===== config.mk =====
export PLATFORM = sky130hd
export DESIGN_NAME = trig_delay_timer
export DESIGN_NICKNAME = d
export VERILOG_FILES = /design/src/rtl/tdt_pkg.sv /design/src/rtl/tdt_sync.sv /design/src/rtl/tdt_src_mux.sv /design/src/rtl/tdt_meas.sv /design/src/rtl/trig_delay_timer.sv
export SDC_FILE = /design/constraint.sdc
export NUM_CORES = 1
export LEC_CHECK = 0
export ABC_AREA = 1
export CORE_ASPECT_RATIO = 1.1
export CORE_MARGIN = 4
export CORE_UTILIZATION = 50
export DETAILED_ROUTE_END_ITERATION = 6
export GPL_TIMING_DRIVEN = 0
export PLACE_DENSITY = 0.81
export SYNTH_ARGS = -nofsm -noshare
export SYNTH_HDL_FRONTEND = slang
export SYNTH_SLANG_ARGS = --single-unit
export TNS_END_PERCENT = 100

===== constraint.sdc =====
create_clock -name clk -period 1.5 [get_ports clk]
set_input_delay 0.225 -clock clk [delete_from_list [all_inputs] [get_ports clk]]
set_output_delay 0.225 -clock clk [all_outputs]
set_load 0.01 [all_outputs]

===== src/rtl/tdt_pkg.sv =====
package tdt_pkg;
    typedef enum logic [1:0] {
        TDT_IDLE  = 2'd0,
        TDT_ARMED = 2'd1,
        TDT_COUNT = 2'd2
    } tdt_state_e;
endpackage


===== src/rtl/tdt_sync.sv =====
// Multi-bit two-process synchronizer with a rising-edge detector per bit.
module tdt_sync #(
    parameter int N      = 3,
    parameter int STAGES = 2
) (
    input  logic         clk,
    input  logic         rst_n,
    input  logic [N-1:0] async_i,
    output logic [N-1:0] rise_o
);
    typedef struct packed {
        logic [STAGES-1:0][N-1:0] sh;
        logic [N-1:0]             prev;
    } sync_t;

    sync_t r_d, r_q;

    always_comb begin
        r_d.sh[0] = async_i;
        for (int s = 1; s < STAGES; s++) begin
            r_d.sh[s] = r_q.sh[s-1];
        end
        r_d.prev = r_q.sh[STAGES-1];
    end

    for (genvar b = 0; b < N; b++) begin : g_edge
        assign rise_o[b] = r_q.sh[STAGES-1][b] & ~r_q.prev[b];
    end

    always_ff @(posedge clk or negedge rst_n) begin
        if (!rst_n) r_q <= '0;
        else        r_q <= r_d;
    end
endmodule


===== src/rtl/tdt_src_mux.sv =====
// Picks the start event and the coincident-edge rule.
module tdt_src_mux (
    input  logic rise_a,
    input  logic rise_b,
    input  logic rise_conv,
    input  logic src_sel,
    input  logic cal_en,
    input  logic cal_max,
    output logic start_o,
    output logic stop_o,
    output logic zero_ok_o
);
    always_comb begin
        if (cal_en)       start_o = rise_conv;
        else if (src_sel) start_o = rise_b;
        else              start_o = rise_a;
        stop_o    = rise_conv;
        // Full-period calibration must skip the rise that started it.
        zero_ok_o = !(cal_en && cal_max);
    end
endmodule


===== src/rtl/tdt_meas.sv =====
// Arm / wait / count sequencer with saturating counter and result latch.
module tdt_meas
    import tdt_pkg::*;
#(
    parameter int CNT_W = 8
) (
    input  logic             clk,
    input  logic             rst_n,
    input  logic             arm,
    input  logic             start,
    input  logic             stop,
    input  logic             zero_ok,
    output logic [CNT_W-1:0] result_o,
    output logic             done_o
);
    localparam logic [CNT_W-1:0] CNT_MAX = '1;
    localparam logic [CNT_W-1:0] CNT_ONE = CNT_W'(1);

    typedef struct packed {
        tdt_state_e       state;
        logic [CNT_W-1:0] cnt;
        logic [CNT_W-1:0] result;
        logic             done;
    } meas_t;

    meas_t m_d, m_q;

    always_comb begin
        m_d      = m_q;
        m_d.done = 1'b0;
        if (arm) begin
            m_d.state  = TDT_ARMED;
            m_d.cnt    = '0;
            m_d.result = '0;
        end else begin
            unique case (m_q.state)
                TDT_ARMED: begin
                    if (start) begin
                        if (stop && zero_ok) begin
                            m_d.result = '0;
                            m_d.done   = 1'b1;
                            m_d.state  = TDT_IDLE;
                        end else begin
                            m_d.cnt   = CNT_ONE;
                            m_d.state = TDT_COUNT;
                        end
                    end
                end
                TDT_COUNT: begin
                    if (stop) begin
                        m_d.result = m_q.cnt;
                        m_d.done   = 1'b1;
                        m_d.state  = TDT_IDLE;
                    end else if (m_q.cnt != CNT_MAX) begin
                        m_d.cnt = m_q.cnt + CNT_ONE;
                    end
                end
                default: ;
            endcase
        end
    end

    always_ff @(posedge clk or negedge rst_n) begin
        if (!rst_n) begin
            m_q.state  <= TDT_IDLE;
            m_q.cnt    <= '0;
            m_q.result <= '0;
            m_q.done   <= 1'b0;
        end else begin
            m_q <= m_d;
        end
    end

    assign result_o = m_q.result;
    assign done_o   = m_q.done;

    assert_done_pulse_R8: assert property (@(posedge clk) disable iff (!rst_n)
        done_o |=> !done_o);

    assert_hold_R8: assert property (@(posedge clk) disable iff (!rst_n)
        !$stable(result_o) |-> (done_o || $past(arm)));

    assert_idle_ignores_R9: assert property (@(posedge clk) disable iff (!rst_n)
        (m_q.state == TDT_IDLE && !arm && (start || stop)) |=> !done_o);

    assert_arm_clears_R9: assert property (@(posedge clk) disable iff (!rst_n)
        arm |=> (result_o == '0 && !done_o));

    assert_no_wrap_R7: assert property (@(posedge clk) disable iff (!rst_n)
        (m_q.state == TDT_COUNT && m_q.cnt == CNT_MAX && !stop && !arm)
        |=> m_q.cnt == CNT_MAX);

    assert_coincident_zero_R4: assert property (@(posedge clk) disable iff (!rst_n)
        (m_q.state == TDT_ARMED && !arm && start && stop && zero_ok)
        |=> (done_o && result_o == '0));
endmodule


===== src/rtl/trig_delay_timer.sv =====
module trig_delay_timer #(
    parameter int CNT_W       = 8,
    parameter int SYNC_STAGES = 2
) (
    input  logic             clk,
    input  logic             rst_n,
    input  logic             arm,
    input  logic             src_sel,
    input  logic             cal_en,
    input  logic             cal_max,
    input  logic             gate_a,
    input  logic             gate_b,
    input  logic             conv_clk,
    output logic [CNT_W-1:0] count_o,
    output logic             done_o
);
    localparam int N_IN = 3;

    logic [N_IN-1:0] rise;
    logic            start, stop, zero_ok;

    tdt_sync #(.N(N_IN), .STAGES(SYNC_STAGES)) u_sync (
        .clk     (clk),
        .rst_n   (rst_n),
        .async_i ({conv_clk, gate_b, gate_a}),
        .rise_o  (rise)
    );

    tdt_src_mux u_mux (
        .rise_a    (rise[0]),
        .rise_b    (rise[1]),
        .rise_conv (rise[2]),
        .src_sel   (src_sel),
        .cal_en    (cal_en),
        .cal_max   (cal_max),
        .start_o   (start),
        .stop_o    (stop),
        .zero_ok_o (zero_ok)
    );

    tdt_meas #(.CNT_W(CNT_W)) u_meas (
        .clk      (clk),
        .rst_n    (rst_n),
        .arm      (arm),
        .start    (start),
        .stop     (stop),
        .zero_ok  (zero_ok),
        .result_o (count_o),
        .done_o   (done_o)
    );

    assert_cal_ignores_gates_R5: assert property (@(posedge clk) disable iff (!rst_n)
        cal_en |-> (start == rise[2]));
endmodule


==> results.cfg <==
[cells_and_area]
fin_area_um2 = 1994
areaGrowthSynthToFinish_pct = 25.31
fin_cells = 250
antenna_cells = 0
finalNetCount = 229
drive_above_1_share_pct = 30.09

[critical_path]
end_kind = flip-flop
timing.rr.start = u_meas.m_q[17]
regToRegEndpoint = u_meas.m_q[11]
critPathArrivalTime_ns = 1.88
cp-start-kind = flip-flop
critPathRequiredTime_ns = 1.78
crit_end = u_meas.m_q[11]
r2r_slack_ns = -0.10
crit_fanout = 6
critPathKind = reg2reg
setup.worst_path.start = u_meas.m_q[17]
reg2reg_depth = 8

[global_route]
grt_antenna_before_repair = 0
global_route.peak_usage_layer = met2
grt_first_pass_wirelength_um = 4712
grt_pass1_vias = 1129
grt_max_degree = 29
use_met3_pct = 2.294
grt-ovfl-total = 0
track_usage_pct = 15.15
use_met2_pct = 27.62
grtUsageMet1_pct = 17.05

[synth]
synth_common_cells = nand2_1 (54), dfrtp_1 (28), inv_1 (17)
syn-num-nets = 198
syn_area_um2 = 1592
syn_avg_cell_area_um2 = 8.557
synthFlopType = dfrtp_1
ys_ff_latch = 28
synth-edff-count = 0
yosys.cell_count.top_type = nand2_1
ys_top_cells_by_area = dfrtp_1 (44%), nand2_1 (13%), inv_1 (4.0%)
yosysUniqueCellTypes = 28
synth-seq-area-share_pct = 44.03
async_flop_share_pct = 100.0
syn_inst = 186
synth_top_area_share_pct = 44.03
synth_top_cell_by_area = dfrtp_1
yosys_warnings = 0

[timing]
layout_min_cycle_time_ns = 1.602
worst_pin_slew_ns = 0.5875
slew_headroom_pct = 60.84
clock_skew_ns = 0.008881
fin_crit_sh_pct = 106.8
setup_viol = 17
drv_slew = 0
setup_ws_ns = -0.1024
hold_violations = 0
fmax_ghz = 0.6241
finalSetupTns_ns = -0.9963
rsz0062_at_grt = yes

[clocking]
clk_latency_ns = 0.33
clock-sinks = 28
cts_tree = built
cts.htree.levels = 1
cts_made_buffers = 3
ctsLongestPathBuffers = 2
clk_pin_slew_worst_paths_ns = 0.15
root_buffer = clkbuf_4

[placed_design]
hpwlAfterDp_um = 2024
place_congestion = 0.8795
numPortBuffers = 17
dp.cells = 237
dp_slack_ns = -0.1952
dpl_cell_area_um2 = 1804

[hold_path]
hold_class = in2reg

[drt]
drt-pass1-iter-count = 4
num_vias = 1233
ant_nets = 0
wl_per_cell_um = 11.62
drt-total-wl_um = 2904
vias_per_cell = 4.932
first_iter_violations = 39
drc = 0

[pwr]
finalPower_mw = 1.569
power.density_nw_per_um2 = 786.6
leakagePower_nw = 1.011
vdd_ir_drop_max_mv = 0.6053

[status]
status = finished with violations
failed_checks = negative setup slack

[floorplan]
fp.dieH_um = 67.17
ios = 18
die_width_um = 61.79
core_um2 = 3048
rows = 21
dieArea_um2 = 4150
initial_core_util_pct = 52.22

[flow_run]
cap_violations = 0
## cells in the final DEF (no fill, tap or decap), types with 3 or more instances in the layout
cell	instances
buf_4	15
clkbuf_4	3
clkdlybuf4s50_1	7
dfrtp_1	28
dlygate4sd2_1	8
inv_1	13
inv_2	7
nand2_1	52
nand2_2	3
nand2_4	4
nand3_1	12
nand4_1	9
nor2_1	12
nor2_2	12
## metrics by stage
step,hold WS (ns),utilization (%)
after floorplan,-0.07059,-
after global placement,0.3321,59.20
after detailed placement,0.3387,59.20
after CTS,0.3005,63.01
after global routing,0.2865,65.44
final,0.3033,65.44
## per-layer routing
metal  up-vias  part of all wire [%]
met5         -                     0
met4         0                   1.8
met3         5                   3.8
met2        27                    54
met1       560                    41
li1        641                     -
## worst min-delay path by stage
stage / startpoint / end / depth (start not counted)
after floorplan: rst_n / u_meas.done_o / 0
after global placement: u_sync.r_d[8] / u_sync.r_d[2] / 0
after detailed placement: u_sync.r_d[6] / u_sync.r_d[0] / 0
after CTS: conv_clk / u_sync.r_d[8] / 1
after global routing: gate_a / u_sync.r_d[6] / 1
final: conv_clk / u_sync.r_d[8] / 1
## critical path: stages (launching register included)
cell and delay (ns):
dfrtp_1 0.42, inv_2 0.08, ha_4 0.20, or2_4 0.27, nor2_8 0.18, inv_4 0.07
nor3b_2 0.15, nand3_1 0.09, nand2_1 0.07
## area by class of cell
cell class,instances,area (µm²)
plain buffers,9,75.07
clock buffers,3,22.52
clock inverters,1,30.03
fillers,250,1054
inverters,22,87.58
multi-input cells,127,795.8
flip-flops and latches,28,700.7
well taps,34,42.54
repair buffers,26,240.2
## logic make-up (layout without fill, tap and decap cells)
kind of cell               Yosys count  in the layout  synth area share, %
AOI/OAI and AO/OA                    9              9                5.110
xor gates and xnor gates             1              1               0.5504
adders and majority gates            3              3                2.359
buffers and inverters               31             61                9.906
DFF                                 28             28                44.03
and+or+nand+nor                    114            114                38.05
## report_power, final
group,switching (mW),total [mW],internal (mW)
sequential,0.0122,0.787,0.775
combinational,0.170,0.291,0.122
clock,0.220,0.490,0.271
## registers in the layout (all words and copies together) (netlist names)
register         cells
u_meas.m_q          10
u_sync.r_q           3
u_sync.r_d           6
u_meas.result_o      8
u_meas.done_o        1
## what timing repair did
action / 4_1_cts / 5_1_grt
resized for setup: 17 / 11
hold endpoints to repair: 0 / 28
hold buffers: 0 / 1
setup buffers: 4 / 4
pin swaps: 7 / 6
setup endpoints to repair: 26 / 20
(Power assumes the default switching activity.)
